### src/rtl/media_simd_alu.sv
module media_simd_alu (
  input  logic        clk,
  input  logic        rst_n,
  input  logic        in_valid,
  input  logic [3:0]  opcode,
  input  logic [3:0]  shamt,
  input  logic [31:0] src_a,
  input  logic [31:0] src_b,
  output logic        out_valid,
  output logic [31:0] out_result
);

  localparam logic [3:0] OP_ADD   = 4'd0;
  localparam logic [3:0] OP_ADDS  = 4'd1;
  localparam logic [3:0] OP_SUB   = 4'd2;
  localparam logic [3:0] OP_SUBS  = 4'd3;
  localparam logic [3:0] OP_MIN   = 4'd4;
  localparam logic [3:0] OP_MAX   = 4'd5;
  localparam logic [3:0] OP_ASR   = 4'd6;
  localparam logic [3:0] OP_DOT   = 4'd7;
  localparam logic [3:0] OP_QMULH = 4'd8;
  localparam logic [3:0] OP_PKHI  = 4'd9;
  localparam logic [3:0] OP_PKLO  = 4'd10;
  localparam logic [3:0] OP_MGHI  = 4'd11;
  localparam logic [3:0] OP_MGLO  = 4'd12;
  localparam logic [3:0] OP_LSAME = 4'd13;
  localparam logic [3:0] OP_BSWAP = 4'd14;
  localparam logic [3:0] OP_ZSEL  = 4'd15;

  function automatic logic [15:0] clamp16(input logic [16:0] v);
    if (v[16] != v[15]) return v[16] ? 16'h8000 : 16'h7FFF;
    return v[15:0];
  endfunction

  logic signed [15:0] a_hi, a_lo, b_hi, b_lo;
  assign a_hi = src_a[31:16];
  assign a_lo = src_a[15:0];
  assign b_hi = src_b[31:16];
  assign b_lo = src_b[15:0];

  logic [16:0] add_hi, add_lo, sub_hi, sub_lo;
  assign add_hi = {a_hi[15], a_hi} + {b_hi[15], b_hi};
  assign add_lo = {a_lo[15], a_lo} + {b_lo[15], b_lo};
  assign sub_hi = {a_hi[15], a_hi} - {b_hi[15], b_hi};
  assign sub_lo = {a_lo[15], a_lo} - {b_lo[15], b_lo};

  logic [15:0] min_hi, min_lo, max_hi, max_lo;
  assign min_hi = (a_hi < b_hi) ? a_hi : b_hi;
  assign min_lo = (a_lo < b_lo) ? a_lo : b_lo;
  assign max_hi = (a_hi < b_hi) ? b_hi : a_hi;
  assign max_lo = (a_lo < b_lo) ? b_lo : a_lo;

  logic signed [15:0] asr_hi, asr_lo;
  assign asr_hi = a_hi >>> shamt;
  assign asr_lo = a_lo >>> shamt;

  logic signed [31:0] prod_hi, prod_lo;
  logic [31:0] dot_sum;
  assign prod_hi = a_hi * b_hi;
  assign prod_lo = a_lo * b_lo;
  assign dot_sum = prod_hi + prod_lo;

  logic [31:0] qmul_hi;
  for (genvar g = 0; g < 4; g++) begin : g_byte_mul
    logic [15:0] bprod;
    assign bprod = src_a[8*g +: 8] * src_b[8*g +: 8];
    assign qmul_hi[8*g +: 8] = bprod[15:8];
  end

  logic [31:0] diff;
  logic [5:0]  same_cnt;
  assign diff = src_a ^ src_b;
  always_comb begin
    same_cnt = 6'd32;
    for (int i = 0; i < 32; i++)
      if (diff[i]) same_cnt = 6'(31 - i);
  end

  logic [31:0] result_d;
  always_comb begin
    unique case (opcode)
      OP_ADD:   result_d = {add_hi[15:0], add_lo[15:0]};
      OP_ADDS:  result_d = {clamp16(add_hi), clamp16(add_lo)};
      OP_SUB:   result_d = {sub_hi[15:0], sub_lo[15:0]};
      OP_SUBS:  result_d = {clamp16(sub_hi), clamp16(sub_lo)};
      OP_MIN:   result_d = {min_hi, min_lo};
      OP_MAX:   result_d = {max_hi, max_lo};
      OP_ASR:   result_d = {asr_hi, asr_lo};
      OP_DOT:   result_d = dot_sum;
      OP_QMULH: result_d = qmul_hi;
      OP_PKHI:  result_d = {src_a[31:16], src_b[31:16]};
      OP_PKLO:  result_d = {src_a[15:0], src_b[15:0]};
      OP_MGHI:  result_d = {src_a[31:24], src_b[31:24], src_a[23:16], src_b[23:16]};
      OP_MGLO:  result_d = {src_a[15:8], src_b[15:8], src_a[7:0], src_b[7:0]};
      OP_LSAME: result_d = {26'd0, same_cnt};
      OP_BSWAP: result_d = {src_a[7:0], src_a[15:8], src_a[23:16], src_a[31:24]};
      OP_ZSEL:  result_d = (src_a == 32'd0) ? 32'd0 : src_b;
      default:  result_d = 32'd0;
    endcase
  end

  always_ff @(posedge clk) begin
    if (!rst_n) begin
      out_valid  <= 1'b0;
      out_result <= 32'd0;
    end else begin
      out_valid <= in_valid;
      if (in_valid) out_result <= result_d;
    end
  end

  assert_valid_follows_R2: assert property (@(posedge clk) disable iff (!rst_n)
    in_valid |=> out_valid);

  assert_idle_hold_R2: assert property (@(posedge clk) disable iff (!rst_n)
    !in_valid |=> (!out_valid && $stable(out_result)));

  assert_sat_no_wrap_R3: assert property (@(posedge clk) disable iff (!rst_n)
    (in_valid && opcode == OP_ADDS && !src_a[31] && !src_b[31]) |=> !out_result[31]);

  assert_pack_high_R8: assert property (@(posedge clk) disable iff (!rst_n)
    (in_valid && opcode == OP_PKHI) |=> out_result[31:16] == $past(src_a[31:16]));

  assert_equal_count_R10: assert property (@(posedge clk) disable iff (!rst_n)
    (in_valid && opcode == OP_LSAME && src_a == src_b) |=> out_result == 32'd32);

  assert_swap_top_R11: assert property (@(posedge clk) disable iff (!rst_n)
    (in_valid && opcode == OP_BSWAP) |=> out_result[31:24] == $past(src_a[7:0]));

  assert_zero_select_R12: assert property (@(posedge clk) disable iff (!rst_n)
    (in_valid && opcode == OP_ZSEL && src_a == 32'd0) |=> out_result == 32'd0);

endmodule

### config.mk
export PLATFORM = sky130hd
export DESIGN_NAME = media_simd_alu
export DESIGN_NICKNAME = d
export VERILOG_FILES = /design/src/rtl/media_simd_alu.sv
export SDC_FILE = /design/constraint.sdc
export NUM_CORES = 2
export LEC_CHECK = 0
export BUFFER_PORTS_ARGS = -buffer_cell sky130_fd_sc_hd__buf_2
export CAP_MARGIN = 20
export CORE_ASPECT_RATIO = 0.8
export CORE_UTILIZATION = 24
export CTS_CLUSTER_DIAMETER = 150
export DETAILED_ROUTE_END_ITERATION = 8
export HOLD_SLACK_MARGIN = 0.15
export PLACE_DENSITY = 0.35
export SLEW_MARGIN = 20
export SYNTH_ARGS = -nofsm -noshare
export SYNTH_HDL_FRONTEND = slang
export SYNTH_SLANG_ARGS = --single-unit
### constraint.sdc
create_clock -name clk -period 16.1 [get_ports clk]
set_input_delay 1.61 -clock clk [delete_from_list [all_inputs] [get_ports clk]]
set_output_delay 1.61 -clock clk [all_outputs]
set_load 0.05 [all_outputs]
==> out/qor.yml <==
status: "complete, no violations"
avgRoutedWirePerCell_um: 27.5
ff_latch_area_um2: 661
multiInputGateArea_um2: 29600
ios: 108
syn-cell-area_um2: 34700
fp-row-count: 124
worst_setup_path_end_kind: "flip-flop"
yosys.area.top_type: "fa_1"
ant_nets: 0
hold_depth: 2
grt_max_degree: 45
filler_cell_count: 15828
cts.sinks: 33
tns_ps: 0
max_freq_mhz: 98.2
core_um2: 143000
first_global_vias: 30910
finalMaxSlewViolations: 0
die_area_um2: 146000
cp-start-kind: "input pin"
grt-ovfl-total: 0
drt_iter0_drc: 2727
cts_resized: 0
portBuffers: 107
yosysTopAreaCellShare_pct: 40.2
nNetsFinal: 5203
avgSynthCellArea_um2: 8.44
grt_usage_pct: 22.6
hold_violations: 0
viasPerCell: 4.92
yosysWarnings: 0
syn2layout_area_growth_pct: 8.15
dieWidth_um: 427
rsz0062_at_grt: "false"
layout-drive-gt1-share_pct: 6.04
drt_first_pass_iters: 6
fin_worst_skew_ps: 0
die_h_um: 342
cts_buffers: 5
ys_ff_latch: 33
cp_data_required_time_ps: 16320
synth_edf_count: 0
crit_type: "input pin to flip-flop"
antenna_found_initial: 18
r2r.worst_path.cells: 6
start_util_pct: 24.2
setup_violations: 0
worst_skew_pair.late_latency_ps: 330
worstPathArrival_ps: 10410
synth_cells: 4113
synth_commonest_cells: "inv_1 (969), fa_1 (697), nand2_1 (389)"
hold_buffers: 0
yosysMostFrequentCell: "inv_1"
slew_headroom_pct: 20.2
vias: 29461
dp_hpwl_um: 133000
synth_top_flop_cell: "dfxtp_1"
cts_tree: "built"
cts.clk_slew.worst_paths_ps: 80
synth_cell_type_count: 84
drv_cap: 0
cts_root_buffer: "clkbuf_16"
grt_pass1_wl_um: 236000
min_period_over_period_pct: 63.3
drc: 0
clock_path_buffers: 2
hold_path.class: "flip-flop to flip-flop"
crit_fanout: 18
synth_area_leaders: "fa_1 (40%), ha_1 (12%), inv_1 (10%)"
synth-async-reset-ratio_pct: 0
place_congestion: 0.933
synth-seq-area-share_pct: 1.90
wirelength_um: 164000
worst_pin_slew_ps: 1190
period_minus_slack_ps: 10180
post_cts_buffers: 0
htreeDepth: 2
synth_nets: 5228
==> registers in the layout (all words and copies together) (netlist names) <==
signal      flops
out_result     32
out_valid       1
==> layout make-up <==
type / instances / area share [%]
Multi-Input combinational cell: 2900 / 78.9
Clock inverter: 2 / 0.100
Sequential cell: 33 / 1.76
Timing Repair Buffer: 172 / 2.73
Tap cell: 1890 / 6.30
Inverter: 976 / 9.76
Clock buffer: 6 / 0.370
Antenna cell: 7 / 0.0467
==> final timing paths <==
path | slack (ps) | start | endpoint
setup / recovery | 5920 | src_a[31] | out_result[30]
hold reg to reg | 450 | out_result[1] | out_result[1]
setup reg to reg | 13860 | out_result[26] | out_result[26]
hold / removal | 450 | out_result[1] | out_result[1]
==> layer usage <==
layer  vias to the layer above  GRT usage (%)  share of wire [%]  routed length, um
met4                         2           4.88                2.5               4090
li1                      12889              -                  -                  -
met1                     15347           33.3                 48              78600
met2                      1043           34.6                 44              71600
met5                         -              0             0.0067                 11
met3                       180           3.40                6.1              10100
==> kinds of logic after synthesis <==
family / Yosys count / share of synthesized area (%)
AO/OA/AOI/OAI: 642 / 12.5
XOR/XNOR: 126 / 3.20
adder cells (fa/ha/maj): 1043 / 52.6
buffers and inverters: 1180 / 12.8
flip-flops: 33 / 1.90
multiplexers: 67 / 2.80
AND/OR/NAND/NOR: 1022 / 14.1
==> stage by stage <==
stage | std cells | setup WS [ps] | hold slack [ps] | utilization [%] | cell area (um^2)
finish | 5986 | 5920 | 447 | 26.2 | 37500
global route | 5983 | 5720 | 487 | 26.2 | 37500
CTS | 5979 | 5990 | 450 | 26.2 | 37500
detailed placement | 5971 | 5650 | 439 | 26.1 | 37300
global placement | 5970 | 5680 | 429 | 26.1 | 37300
floorplan | 4113 | 6870 | 658 | - | 34700
==> cells in the final DEF, fill, tap and decap left out, drive strengths merged, types with 12 or more instances in the layout <==
cell type  instances
a21o              32
nand2b            38
o21ai            144
a22oi             21
and3              16
nand2            389
a211oi            29
nor3              39
nor2b             26
xnor2             93
mux4              23
nand3             38
a222oi            12
and2             213
o211ai            20
ha               343
a221o             16
dfxtp             33
fa               697
buf              172
nor4              14
o21a              23
o31ai             15
a221oi            28
a31oi             19
xor2              33
a21oi            154
inv              973
mux2              12
nand4             19
nor2             188
mux2i             32
==> worst max-delay path, cell delays in order <==
cell and delay [ps]:
buf_2 550, inv_1 620, nor2_1 400, ha_1 280, inv_1 140, fa_1 580, inv_1 70, fa_1 470
inv_1 50, fa_1 410, inv_1 180, fa_1 460, fa_1 600, fa_1 520, inv_1 50, fa_1 470
inv_1 40, ha_1 460, nand2_1 120, a21oi_1 220, nand3_1 110, o211ai_1 720, a41o_1 360, o22ai_1 190
mux2i_1 150, a2111oi_0 410, o21ai_1 120
Power is not shown: default switching activity piles up to over one toggle a cycle in this logic, so the estimate is an artifact.
